$ cat src/rtl/hmc_pkg.sv
package hmc_pkg;

   // Largest value a count field of the given width can carry
   function automatic int unsigned field_max(input int unsigned width);
      return (1 << width) - 1;
   endfunction

   // Width needed for an unclamped sum of n single-bit votes
   function automatic int unsigned sum_width(input int unsigned n);
      return $clog2(n + 1);
   endfunction

endpackage

$ cat src/rtl/hmc_cond_count.sv
module hmc_cond_count
   import hmc_pkg::*;
#(
   parameter int unsigned NUM_UNITS = 8,
   parameter int unsigned CNT_W     = 3
) (
   input  logic [NUM_UNITS-1:0] votes_i,
   output logic [CNT_W-1:0]     count_o,
   output logic                 clip_o
);

   localparam int unsigned CNT_MAX = field_max(CNT_W);
   localparam int unsigned SUM_W0  = sum_width(NUM_UNITS);
   localparam int unsigned RAW_W   = (SUM_W0 > CNT_W) ? SUM_W0 : CNT_W;

   logic [RAW_W-1:0] raw;

   always_comb begin
      raw = '0;
      for (int u = 0; u < NUM_UNITS; u++) begin
         raw = raw + RAW_W'(votes_i[u]);
      end
   end

   generate
      if (NUM_UNITS > CNT_MAX) begin : g_clamp
         always_comb begin
            if (raw > RAW_W'(CNT_MAX)) begin
               count_o = CNT_W'(CNT_MAX);
               clip_o  = 1'b1;
            end else begin
               count_o = raw[CNT_W-1:0];
               clip_o  = 1'b0;
            end
         end
      end else begin : g_pass
         assign count_o = raw[CNT_W-1:0];
         assign clip_o  = 1'b0;
      end
   endgenerate

endmodule

$ cat src/rtl/hmc_port_pack.sv
module hmc_port_pack #(
   parameter int unsigned LANES = 8,
   parameter int unsigned CNT_W = 3
) (
   input  logic [LANES*CNT_W-1:0] counts_i,
   input  logic [LANES-1:0]       clips_i,
   output logic [LANES*CNT_W:0]   word_o,
   output logic                   sat_o
);

   logic par_bit;

   // odd parity: total ones across data plus parity is odd
   assign par_bit = ~(^counts_i);
   assign word_o  = {par_bit, counts_i};
   assign sat_o   = |clips_i;

endmodule

$ cat src/rtl/hit_mult_counter.sv
module hit_mult_counter
   import hmc_pkg::*;
#(
   parameter int unsigned NUM_UNITS = 8,
   parameter int unsigned NUM_COND  = 16,
   parameter int unsigned CNT_W     = 3
) (
   input  logic                            clk,
   input  logic                            rst_n,
   input  logic                            tick_i,
   input  logic [NUM_UNITS*NUM_COND-1:0]   hits_i,
   output logic [(NUM_COND/2)*CNT_W:0]     left_word_o,
   output logic [(NUM_COND/2)*CNT_W:0]     right_word_o,
   output logic                            left_sat_o,
   output logic                            right_sat_o,
   output logic                            valid_o
);

   localparam int unsigned LANES   = NUM_COND / 2;
   localparam int unsigned WORD_W  = LANES * CNT_W + 1;
   localparam int unsigned CNT_MAX = field_max(CNT_W);
   localparam int unsigned NPORT   = 2;
   localparam logic [WORD_W-1:0] IDLE_WORD = {1'b1, {(WORD_W-1){1'b0}}};

   // elaboration-time parameter checks
   generate
      if (NUM_COND % 2 != 0 || NUM_COND < 2) begin : g_bad_cond
         $error("hit_mult_counter: NUM_COND must be even and at least 2");
      end
      if (NUM_UNITS < 1) begin : g_bad_units
         $error("hit_mult_counter: NUM_UNITS must be at least 1");
      end
      if (CNT_W < 1) begin : g_bad_width
         $error("hit_mult_counter: CNT_W must be at least 1");
      end
   endgenerate

   logic [NUM_UNITS-1:0]   votes  [NUM_COND];
   logic [CNT_W-1:0]       counts [NUM_COND];
   logic [NUM_COND-1:0]    clips;
   logic [WORD_W-1:0]      word_n [NPORT];
   logic                   sat_n  [NPORT];
   logic [WORD_W-1:0]      word_q [NPORT];
   logic                   sat_q  [NPORT];
   logic                   valid_q;

   // regroup unit-major hit bus into condition-major vote vectors
   generate
      for (genvar c = 0; c < NUM_COND; c++) begin : g_cond
         for (genvar u = 0; u < NUM_UNITS; u++) begin : g_unit
            assign votes[c][u] = hits_i[u*NUM_COND + c];
         end
         hmc_cond_count #(
            .NUM_UNITS (NUM_UNITS),
            .CNT_W     (CNT_W)
         ) count_i (
            .votes_i (votes[c]),
            .count_o (counts[c]),
            .clip_o  (clips[c])
         );
      end
   endgenerate

   // pack and register each destination port
   generate
      for (genvar p = 0; p < NPORT; p++) begin : g_port
         logic [LANES*CNT_W-1:0] lane_bus;
         for (genvar n = 0; n < LANES; n++) begin : g_lane
            assign lane_bus[n*CNT_W +: CNT_W] = counts[p*LANES + n];
         end

         hmc_port_pack #(
            .LANES (LANES),
            .CNT_W (CNT_W)
         ) pack_i (
            .counts_i (lane_bus),
            .clips_i  (clips[p*LANES +: LANES]),
            .word_o   (word_n[p]),
            .sat_o    (sat_n[p])
         );

         always_ff @(posedge clk) begin
            if (!rst_n) begin
               word_q[p] <= IDLE_WORD;
               sat_q[p]  <= 1'b0;
            end else if (tick_i) begin
               word_q[p] <= word_n[p];
               sat_q[p]  <= sat_n[p];
            end
         end
      end
   endgenerate

   always_ff @(posedge clk) begin
      if (!rst_n) begin
         valid_q <= 1'b0;
      end else begin
         valid_q <= tick_i;
      end
   end

   assign left_word_o  = word_q[0];
   assign right_word_o = word_q[1];
   assign left_sat_o   = sat_q[0];
   assign right_sat_o  = sat_q[1];
   assign valid_o      = valid_q;


   valid_after_tick_chk: assert property (@(posedge clk) disable iff (!rst_n)
      tick_i |=> valid_o);


   no_valid_without_tick_chk: assert property (@(posedge clk) disable iff (!rst_n)
      !tick_i |=> !valid_o);


   hold_without_tick_chk: assert property (@(posedge clk) disable iff (!rst_n)
      !tick_i |=> $stable(left_word_o) && $stable(right_word_o)
                  && $stable(left_sat_o) && $stable(right_sat_o));


   left_odd_parity_chk: assert property (@(posedge clk) disable iff (!rst_n)
      ($countones(left_word_o) % 2) == 1);


   right_odd_parity_chk: assert property (@(posedge clk) disable iff (!rst_n)
      ($countones(right_word_o) % 2) == 1);


   first_lane_clamp_chk: assert property (@(posedge clk) disable iff (!rst_n)
      tick_i && ($countones(votes[0]) >= CNT_MAX)
      |=> left_word_o[CNT_W-1:0] == CNT_W'(CNT_MAX));


   left_sat_raise_chk: assert property (@(posedge clk) disable iff (!rst_n)
      tick_i && ($countones(votes[0]) > CNT_MAX) |=> left_sat_o);


   right_sat_raise_chk: assert property (@(posedge clk) disable iff (!rst_n)
      tick_i && ($countones(votes[NUM_COND-1]) > CNT_MAX) |=> right_sat_o);

endmodule

$ cat config.mk
export PLATFORM = sky130hd
export DESIGN_NAME = hit_mult_counter
export DESIGN_NICKNAME = d
export VERILOG_FILES = /design/src/rtl/hmc_pkg.sv /design/src/rtl/hmc_cond_count.sv /design/src/rtl/hmc_port_pack.sv /design/src/rtl/hit_mult_counter.sv
export SDC_FILE = /design/constraint.sdc
export NUM_CORES = 1
export LEC_CHECK = 0
export BUFFER_PORTS_ARGS = -buffer_cell sky130_fd_sc_hd__buf_2
export CORE_MARGIN = 3
export CORE_UTILIZATION = 53
export CTS_BUF_LIST = sky130_fd_sc_hd__clkbuf_8 sky130_fd_sc_hd__clkbuf_16
export CTS_CLUSTER_DIAMETER = 30
export DETAILED_ROUTE_END_ITERATION = 16
export PLACE_DENSITY = 0.87
export SLEW_MARGIN = 20
export SYNTH_ARGS = -nofsm -noshare
export SYNTH_HDL_FRONTEND = slang
export SYNTH_HIERARCHICAL = 1
export SYNTH_SLANG_ARGS = --single-unit
$ cat constraint.sdc
create_clock -name clk -period 4.9 [get_ports clk]
set_input_delay 0.98 -clock clk [delete_from_list [all_inputs] [get_ports clk]]
set_output_delay 0.98 -clock clk [all_outputs]
set_load 0.03 [all_outputs]
# == Word level (Yosys, flattened, before mapping) ==
# Memories as Yosys holds them, arrays and structs flattened.
# Cells that the tools add are included.
# word_totals
ff_bits,1
ram_bits,52
in_bits,131
out_inout_bits,53
elab_cells,181
mem_count,2
# classes
add_sub_neg,112
order_cmp,16
muxes,40
bitwise_logic,6
n_reduce_logical,4
# mem_list
memory,words,word_bits,read_ports,rd_ports_with_merged_regs,write_ports,line,source
word_q,2,25,2,0,2,hit_mult_counter.sv:43,logic [WORD_W-1:0] word_q [NPORT];
sat_q,2,1,2,0,2,hit_mult_counter.sv:44,logic sat_q [NPORT];
# ops
operator,count
adder 4 x 1 -> 4 bit,96
"> comparator 4 x 3 -> 1 bit, second input constant",16
two-way mux 25 bit,2
two-way mux 3 bit,16
XOR reduction 24 bit,2
adder 1 x 1 -> 2 bit,16
two-way mux 1 bit,22
OR reduction 8 bit,2
OR 1 bit,4
NOT 1 bit,2

# == Longest topological paths before layout ==
# Gate-level depths: netlist of run 1.
# logic_depth
depth_word,12
mapped_depth,14
mapped_depth_nobuf,13

# == Modules after synthesis ==
# Netlist of run 1, hierarchy kept.
# by_module_without_submodules
mod,instances,cells_each,area_per_inst_um2,seq_area_each_um2
hmc_cond_count at g_cond[0].count_i ...,15,23,197.7,0.0
hit_mult_counter,1,118,1969.4,1571.5
hmc_port_pack,2,50,410.4,0.0
hmc_cond_count at g_cond[9].count_i,1,23,205.2,0.0

# == Worst setup path before layout of run 1 ==
# No wires, ideal clock.
# synth_timing
path_kind,input-to-reg
startpoint,input port hits_i[7]
endpoint,memory word_q[0][24] (netlist name) (data pin)
setup_ps,256
t_arrival_ps,4082
required_ps,4644
path_slack_ps,562
stages,14
path_buffers,1
path_cell_list,inv_1 -> fa_1 -> fa_1 -> inv_1 -> ha_1 -> fa_1 -> and2_0 -> a21oi_2 -> xor2_1 -> xnor2_1 -> xnor2_1 -> xnor3_1 -> buf_4 -> nand2b_1
# synth_rtl
element,line,source
from (decl),hit_mult_counter.sv:11,"input logic [NUM_UNITS*NUM_COND-1:0] hits_i,"
to (decl),hit_mult_counter.sv:43,

==> run_results.csv, run 1 <==
group,metric,value,unit
status,status,"complete, no violations",
sta,finalSetupViolations,0,
pwr,finalPower,0.00298,W
floorplan,dieWidth,112,um
cts,cts_setup_buffers,0,
floorplan,num_rows,38,
global_route,grt_pass1_wl,20500,um
floorplan,boundaryPins,184,
detailed_routing,drtPass1Iterations,4,
global_route,grt.overflow.total,0,
cts,cts_htree_levels,2,
cts,ctsHoldBuffers,0,
sta,whs,0.530,ns
global_route,grt_usage,19.9,%
yosys,syn-num-nets,829,
cts,clk_pin_slew_worst_paths,0.07,ns
sta,fin_crit,4.26,ns
final_layout,antenna_cells,0,
sta,slew_headroom,43.3,%
sta,worst_pin_slew,0.850,ns
yosys,yosysSeqAreaShare,26.4,%
sta,hold_viol,0,
cts,clockBufferDepth,2,
floorplan,die-height,112,um
detailed_routing,drc,0,
cts,cts_tree,"built",
worst_setup_path,cpMostUsedCell,"fa_1",
yosys,netlist_area,5960,sq um
place,dp_hpwl,10400,um
global_route,grt_pass1_vias,4664,
detailed_routing,vias,4219,
worst_setup_path,critPathSlowestCell,"fa_1",
sta,rsz0062_at_grt,"false",
pwr,powerDensity,437,nW/um^2
detailed_routing,wirelength,12200,um
sta,slew_viol_final,0,
job,maxCapViolCount,0,
worst_setup_path,cp-end-kind,"flop",
sta,fin_skew,0,ns
final_layout,layout.nets,961,
global_route,antenna_found_initial,0,
sta,setup_tns,0,ns
floorplan,core_area,10900,sq um
worst_setup_path,cp.required,4.94,ns
final_layout,fillCellCount,907,
detailed_routing,vias_per_cell,4.91,
cts,cts_resized,0,
yosys,yosysWarnings,6,
worst_setup_path,path_class,"input pin to flop",
floorplan,die-area,12600,sq um
detailed_routing,drt_iter0_drc,135,
worst_setup_path,crit_chain,"buf_2 > fa_1 > inv_1 > fa_1 > inv_1 > ha_1 > fa_1 > and2_0 > a21oi_2 > xor2_1 > xnor2_1 > xnor2_1 > xnor3_1 > nand2b_1",
place,gp_congestion,0.823,
worst_setup_path,worstPathMaxFanout,2,
pwr,ir_worst_vdd,0.337,mV
yosys,synthDistinctLibCells,23,
pwr,leakage,3.63,nW
worst_setup_path,startpoint_type,"input pin",
detailed_routing,ant_nets,0,
worst_setup_path,cp_top_family,"adder cells",
yosys,ys_seq_elements,53,
yosys,synthCells,586,
cts,root_buffer,"clkbuf_16",
place,io_buffers,183,
global_route,grt_max_degree,53,
final_layout,area_delta_synth_final,14.2,%
worst_setup_path,slowest_delay,0.53,ns
worst_setup_path,worst-path-buf-inv,3,
final_layout,drive_above_1_share,31.3,%
sta,finalCritPeriodShare,87.0,%
cts,worstSkewPairLatency,0.28,ns
cts,cts_inserted_buffers,5,
cts,clock_sinks,53,
sta,max_freq,235,MHz
worst_hold_path,worst_hold_path_type,"flop to flop",
worst_setup_path,cp.arrival,4.30,ns
detailed_routing,wire_per_inst,14.2,um
yosys,avgSynthCellArea,10.2,sq um
floorplan,start_util,54.5,%
-- per-layer routing --
layer  vias to the layer above  wire length (um)  share of wire [%]  global-route usage (%)
li1                       2052                 -                  -                       -
met1                      1996              4650                 38                    23.7
met2                       145              6530                 54                    36.8
met3                        26               728                6.0                    3.61
met4                         0               253                2.1                    5.77
met5                         -                 0                  0                       0
-- synth_stat cells --
library cell	count	area, sq um
and2_1	1	6.26
buf_2	4	20.0
fa_1	64	1280
buf_4	50	375
dfxtp_1	2	40.0
xnor3_1	2	45.0
o21bai_1	32	240
nand2_1	2	7.51
and3_1	49	307
a21oi_2	31	272
nor2_1	32	120
edfxtp_1	51	1530
nor2b_1	1	6.26
nor4_1	4	25.0
xnor2_1	36	315
a21oi_4	1	16.3
and2_0	16	100
ha_1	48	601
xor2_1	6	52.6
nand2b_1	3	18.8
clkbuf_2	6	30.0
mux2i_1	1	10.0
inv_1	144	541
-- metrics by stage --
step                      util, %  cell area, sq um  instances  setup slack, ns
after floorplan                 -              5960        586            0.562
after global placement       60.8              6640        851            0.423
after detailed placement     60.8              6640        851            0.337
after CTS                    62.3              6810        859            0.623
after global routing         62.3              6810        859            0.464
final                        62.3              6810        859            0.638
-- cell usage in the layout, fill, tap and decap left out, types with 2 or more instances in the layout --
cell type / count
a21oi_2: 31
and2_0: 16
and3_1: 49
buf_2: 183
buf_4: 2
clkbuf_16: 5
dfxtp_1: 2
edfxtp_1: 51
fa_1: 64
ha_1: 48
inv_1: 145
nand2_1: 2
nand2b_1: 2
nor2_1: 32
nor4_1: 4
o21bai_1: 32
xnor2_1: 36
xnor3_1: 2
xor2_1: 6
-- worst register-to-register path, cell delays in order (launching register included) --
cell,delay (ns)
dfxtp_1,0.31
mux2i_1,0.12
nor2b_1,0.06
-- layout make-up --
type,count,area [sq um],area share [%]
multi-input cells,329,3430,50.3
repair buffers,185,931,13.7
inverters,144,541,7.94
clock inverters,3,38.8,0.570
flip-flops and latches,53,1570,23.1
well taps,140,175,2.57
clock buffers,5,125,1.84
-- sequential cells by signal, indices dropped and copies added (netlist names) --
register / flops
word_q: 50
valid_o: 1
sat_q: 2
-- cells by family (layout without fill, tap and decap cells) --
kind of cell    after synthesis  count (layout)  share of synthesized area, %
simple gates                108             108                          9.91
flops                        53              53                          26.4
buf+inv                     204             337                          16.2
xor+xnor                     44              44                          6.93
mux                           1               1                         0.168
fa+ha+maj                   112             112                          31.6
compound gates               64              64                          8.86
-- path summary, 6_finish.rpt --
| check | from | endpoint | slack [ns] | cells past startpoint |
|---|---|---|---|---|
| min | sat_q[1]$_DFF_P_ | sat_q[1]$_DFF_P_ | 0.53 | 2 |
| max reg2reg | sat_q[1]$_DFF_P_ | sat_q[1]$_DFF_P_ | 4.31 | 2 |
| max | hits_i[55] | word_q[0][24]$_SDFFCE_PN1P_ | 0.64 | 14 |
| min reg2reg | sat_q[1]$_DFF_P_ | sat_q[1]$_DFF_P_ | 0.53 | 2 |
-- power breakdown --
group / switching (W) / internal (W) / leakage (nW)
Clock: 0.000157 / 0.000239 / 0.0850
Sequential: 0.0000240 / 0.000598 / 0.562
Combinational: 0.000952 / 0.00101 / 2.98
Power figures use the tool's default switching activity.
==> run 2: changes to the inputs <==
--- a/config.mk
+++ b/config.mk
@@ -11,7 +11,7 @@
 export CTS_BUF_LIST = sky130_fd_sc_hd__clkbuf_8 sky130_fd_sc_hd__clkbuf_16
 export CTS_CLUSTER_DIAMETER = 30
 export DETAILED_ROUTE_END_ITERATION = 16
-export PLACE_DENSITY = 0.87
+export PLACE_DENSITY = 0.82
 export SLEW_MARGIN = 20
 export SYNTH_ARGS = -nofsm -noshare
 export SYNTH_HDL_FRONTEND = slang
==> run 2 against run 1 <==
Compared with the run above: die area did not move; worst setup slack improved by 0.030 ns; non-clock buffer count fell by 1; clock-buffer cell count rose by 1; critical path depth did not move; largest power group unchanged.
==> run_results.csv, run 2 (synthesis gave the netlist of run 1 again) <==
group,metric,value,unit
status,status,"complete, no violations",
detailed_routing,drt_iter0_drc,156,
worst_setup_path,startpoint_type,"input pin",
place,dp.cells,850,
worst_setup_path,worstPathMaxFanout,2,
detailed_routing,drc,0,
pwr,powerDensity,434,nW/um^2
worst_hold_path,worst_hold_path_type,"flop to flop",
floorplan,start_util,54.5,%
place,dp_hpwl,10200,um
detailed_routing,wire_per_inst,13.9,um
place,post-place-ws,0.342,ns
worst_setup_path,slowest_delay,0.53,ns
global_route,antenna_found_initial,0,
global_route,grt_usage,19.3,%
final_layout,drive_above_1_share,31.2,%
worst_setup_path,cp_top_family,"adder cells",
floorplan,core_area,10900,sq um
worst_setup_path,cpMostUsedCell,"fa_1",
cts,cts_resized,0,
place,io_buffers,183,
pwr,leakage,3.61,nW
detailed_routing,vias,4178,
worst_setup_path,path_class,"input pin to flop",
sta,slew_headroom,49.2,%
worst_setup_path,critPathSlowestCell,"fa_1",
cts,cts_inserted_buffers,5,
final_layout,area_delta_synth_final,13.9,%
detailed_routing,wirelength,11900,um
global_route,grt_pass1_vias,4531,
floorplan,die-area,12600,sq um
cts,cts_htree_levels,2,
final_layout,largest_reg_flops,50,
floorplan,num_rows,38,
detailed_routing,drtPass1Iterations,4,
final_layout,final_common_cell,"buf_2",
cts,clockBufferDepth,2,
sta,fin_ws,0.669,ns
final_layout,layout.nets,960,
sta,worst_pin_slew,0.762,ns
pwr,ir_worst_vdd,0.328,mV
floorplan,dieWidth,112,um
place,gp_congestion,0.816,
sta,hold_viol,0,
cts,worstSkewPairLatency,0.29,ns
final_layout,design_area,6790,sq um
global_route,grt_pass1_wl,20000,um
floorplan,die-height,112,um
worst_setup_path,cp-end-kind,"flop",
final_layout,top_register,"word_q",
sta,slew_viol_final,0,
cts,ctsHoldBuffers,0,
final_layout,layout_common_cells,"183 x buf_2, 145 x inv_1, 64 x fa_1, 51 x edfxtp_1, 49 x and3_1",
cts,clk_pin_slew_worst_paths,0.07,ns
final_layout,antenna_cells,0,
cts,root_buffer,"clkbuf_16",
sta,fin_crit,4.23,ns
sta,setup_tns,0,ns
global_route,grt.overflow.total,0,
final_layout,stdcell_count,858,
worst_setup_path,cp.arrival,4.28,ns
worst_setup_path,cp.required,4.95,ns
sta,rsz0062_at_grt,"false",
sta,finalCritPeriodShare,86.4,%
cts,cts_setup_buffers,0,
sta,fin_skew,0,ns
cts,clock_sinks,53,
pwr,finalPower,0.00294,W
floorplan,boundaryPins,184,
sta,max_freq,236,MHz
job,maxCapViolCount,0,
global_route,grt_max_degree,53,
worst_setup_path,crit_chain,"buf_2 > fa_1 > inv_1 > fa_1 > inv_1 > ha_1 > fa_1 > and2_0 > a21oi_2 > xor2_1 > xnor2_1 > xnor2_1 > xnor3_1 > nand2b_1",
place,placed_area,6640,sq um
cts,cts_tree,"built",
worst_setup_path,worst-path-buf-inv,3,
sta,finalSetupViolations,0,
detailed_routing,ant_nets,0,
detailed_routing,vias_per_cell,4.87,
run 2: cell types whose count changed in the layout (fill, tap and decap cells not counted):
cell and delta:
clkinv_2 -1, bufinv_16 -1, clkbuf_8 +1, clkinvlp_4 +1, buf_4 -1
run 2: layer usage:
layer	track usage (%)	vias up	wire [um]
met1	23.2	1984	4700
met4	4.57	0	191
met3	3.18	17	698
li1	-	2045	-
met5	0	-	0
met2	36.1	132	6360
run 2: path summary, 6_finish.rpt:
kind	endpoint	startpoint	slack, ns	cells after the start
setup / recovery	word_q[0][24]$_SDFFCE_PN1P_	hits_i[54]	0.67	14
hold / removal	sat_q[1]$_DFF_P_	sat_q[1]$_DFF_P_	0.52	2
setup reg to reg	sat_q[1]$_DFF_P_	sat_q[1]$_DFF_P_	4.31	2
hold reg to reg	sat_q[1]$_DFF_P_	sat_q[1]$_DFF_P_	0.52	2
run 2: through the flow:
| step | hold slack, ns | util (%) |
|---|---|---|
| 6_report | 0.521 | 62.1 |
| 5_1_grt | 0.544 | 62.1 |
| 4_1_cts | 0.525 | 62.1 |
| 3_5_place_dp | 0.507 | 60.7 |
| 3_3_place_gp | 0.499 | 60.7 |
| 2_1_floorplan | 0.640 | - |
run 2: power breakdown:
part	internal (W)	switching (W)
Clock	0.000202	0.000155
Combinational	0.00101	0.000963
Sequential	0.000597	0.0000208
Total	0.00181	0.00114
run 2: worst register-to-register path: stages, from the launching register on:
cell and delay [ns]:
dfxtp_1 0.31, mux2i_1 0.12, nor2b_1 0.06
run 2: area by class of cell:
type / instances / area [sq um]
Clock buffer: 6 / 139
Clock inverter: 2 / 11.3
Fill cell: 896 / 4150
Inverter: 144 / 541
Multi-Input combinational cell: 329 / 3430
Sequential cell: 53 / 1570
Tap cell: 140 / 175
Timing Repair Buffer: 184 / 923
==> run 3: changes to the inputs <==
--- a/config.mk
+++ b/config.mk
@@ -6,6 +6,7 @@
 export NUM_CORES = 1
 export LEC_CHECK = 0
 export BUFFER_PORTS_ARGS = -buffer_cell sky130_fd_sc_hd__buf_2
+export CORE_ASPECT_RATIO = 0.5
 export CORE_MARGIN = 3
 export CORE_UTILIZATION = 53
 export CTS_BUF_LIST = sky130_fd_sc_hd__clkbuf_8 sky130_fd_sc_hd__clkbuf_16
==> run 3 against run 2 <==
Compared with the run above: sequential power about the same; core utilization up 2.5 points; via count fell by 1.3%; non-clock buffer count unchanged; global-route usage is 0.62 points lower; final cell count unchanged; clock-buffer cell count is 1 lower; power is 3.7% higher; clock power increased by 26%; register-to-register slack about the same; largest cell class unchanged.
==> run_results.csv, run 3 (synthesis gave the netlist of run 1 again) <==
group,metric,value,unit
detailed_routing,ant_nets,0,
worst_hold_path,worst_hold_path_type,"flop to flop",
final_layout,top_register,"word_q",
worst_setup_path,cp_top_family,"adder cells",
final_layout,layout_common_cells,"183 x buf_2, 144 x inv_1, 64 x fa_1, 51 x edfxtp_1, 49 x and3_1",
worst_setup_path,r2r_slack,4.31,ns
place,dp_hpwl,9850,um
sta,fin_crit,4.28,ns
floorplan,core_area,10600,sq um
cts,clk_pin_slew_worst_paths,0.07,ns
floorplan,num_rows,26,
sta,finalSetupViolations,0,
final_layout,final_common_cell,"buf_2",
worst_setup_path,worst-path-buf-inv,3,
floorplan,start_util,56.4,%
detailed_routing,drc,0,
worst_setup_path,worstPathMaxFanout,2,
floorplan,die-area,12600,sq um
cts,root_buffer,"clkbuf_16",
sta,whs,0.518,ns
pwr,switching_share,37.9,%
pwr,p_clk_share,14.7,%
detailed_routing,wirelength,11500,um
pwr,leakage,3.63,nW
final_layout,largest_reg_flops,50,
global_route,grt_pass1_wl,19100,um
cts,clockBufferDepth,2,
global_route,antenna_found_initial,0,
place,placed_area,6640,sq um
sta,finalCritPeriodShare,87.4,%
cts,cts_tree,"built",
cts,cts_setup_buffers,0,
job,maxCapViolCount,0,
detailed_routing,wire_per_inst,13.4,um
place,io_buffers,183,
worst_setup_path,cp.arrival,4.33,ns
sta,max_freq,233,MHz
detailed_routing,drtPass1Iterations,4,
cts,worstSkewPairLatency,0.29,ns
final_layout,design_area,6830,sq um
worst_setup_path,path_class,"input pin to flop",
worst_setup_path,slowest_delay,0.54,ns
cts,ctsHoldBuffers,0,
status,status,"complete, no violations",
global_route,grt_pass1_vias,4434,
sta,slew_viol_final,0,
sta,worst_pin_slew,0.987,ns
sta,hold_viol,0,
final_layout,drive_above_1_share,31.3,%
cts,cts_inserted_buffers,5,
floorplan,dieWidth,156,um
final_layout,area_delta_synth_final,14.5,%
worst_setup_path,critPathSlowestCell,"fa_1",
cts,clock_sinks,53,
cts,cts_htree_levels,2,
floorplan,die-height,81.0,um
final_layout,antenna_cells,0,
worst_hold_path,hold-path-cell-count,2,
sta,fin_skew,0,ns
pwr,combinationalPowerShare,64.9,%
worst_setup_path,rr_worst_depth,2,
detailed_routing,vias_per_cell,4.81,
global_route,grt_usage,18.7,%
pwr,p_switching,0.00116,W
sta,slew_headroom,34.2,%
sta,setup_tns,0,ns
pwr,powerDensity,447,nW/um^2
global_route,grt.overflow.total,0,
cts,cts_resized,0,
pwr,finalPower,0.00305,W
pwr,internal_power,0.00190,W
detailed_routing,drt_iter0_drc,195,
worst_hold_path,worstHoldEndpoint,"sat_q[1]$_DFF_P_",
worst_setup_path,startpoint_type,"input pin",
floorplan,boundaryPins,184,
worst_setup_path,cp.required,4.95,ns
worst_setup_path,r2r_start,"sat_q[1]$_DFF_P_",
sta,rsz0062_at_grt,"false",
worst_setup_path,r2r_end,"sat_q[1]$_DFF_P_",
pwr,ir_worst_vdd,0.299,mV
worst_setup_path,cp-end-kind,"flop",
worst_setup_path,crit_chain,"buf_2 > fa_1 > inv_1 > fa_1 > inv_1 > ha_1 > fa_1 > o21bai_1 > xnor2_1 > xnor2_1 > xnor2_1 > xnor3_1 > nand2b_1",
final_layout,post-route-util,64.6,%
detailed_routing,vias,4124,
worst_hold_path,min_from,"sat_q[1]$_DFF_P_",
pwr,seqPwrFrac,20.3,%
final_layout,layout.nets,960,
global_route,grt_max_degree,53,
place,gp_congestion,0.775,
[run 3: worst reg2reg max path, cell delays in order (launching register included)]
cell,delay (ns)
dfxtp_1,0.31
mux2i_1,0.12
nor2b_1,0.06
[run 3: routing by layer]
layer  GRT usage (%)  vias up  routed length [um]
met5               0        -                   0
met4            4.05        0                 165
met3            3.78       18                 672
met2            36.3      116                6030
met1            21.5     1945                4620
li1                -     2045                   -
[run 3: worst max-delay path by stage]
stage,start,end,slack [ns],cells after the start
2_1_floorplan,hits_i[7],word_q[0][24]$_SDFFCE_PN1P_,0.56,14
3_3_place_gp,hits_i[57],word_q[1][24]$_SDFFCE_PN1P_,0.40,14
3_5_place_dp,hits_i[57],word_q[1][24]$_SDFFCE_PN1P_,0.33,14
4_1_cts,hits_i[55],word_q[0][24]$_SDFFCE_PN1P_,0.61,13
5_1_grt,hits_i[7],word_q[0][24]$_SDFFCE_PN1P_,0.46,13
6_report,hits_i[55],word_q[0][24]$_SDFFCE_PN1P_,0.62,13
[run 3: power groups by stage]
| stage | Combinational [W] | Sequential, W | Clock (W) |
|---|---|---|---|
| 6_report | 0.00198 | 0.000621 | 0.000450 |
| 5_1_grt | 0.00220 | 0.000629 | 0.000476 |
| 4_1_cts | 0.00201 | 0.000623 | 0.000456 |
| 3_5_place_dp | 0.00198 | 0.000632 | 0 |
| 3_3_place_gp | 0.00191 | 0.000631 | 0 |
| 2_1_floorplan | 0.00187 | 0.000780 | 0 |
[run 3: layout make-up]
class                           count  area (sq um)
Multi-Input combinational cell    329          3430
Inverter                          144           541
Tap cell                          140           175
Sequential cell                    53          1570
Clock buffer                        5           125
Clock inverter                      3          65.1
Timing Repair Buffer              184           923
Fill cell                         851          3750
[run 3: metrics by stage]
step	cells	setup slack [ns]
2_1_floorplan	586	0.562
5_1_grt	858	0.457
4_1_cts	858	0.614
3_3_place_gp	850	0.402
6_report	858	0.615
3_5_place_dp	850	0.327
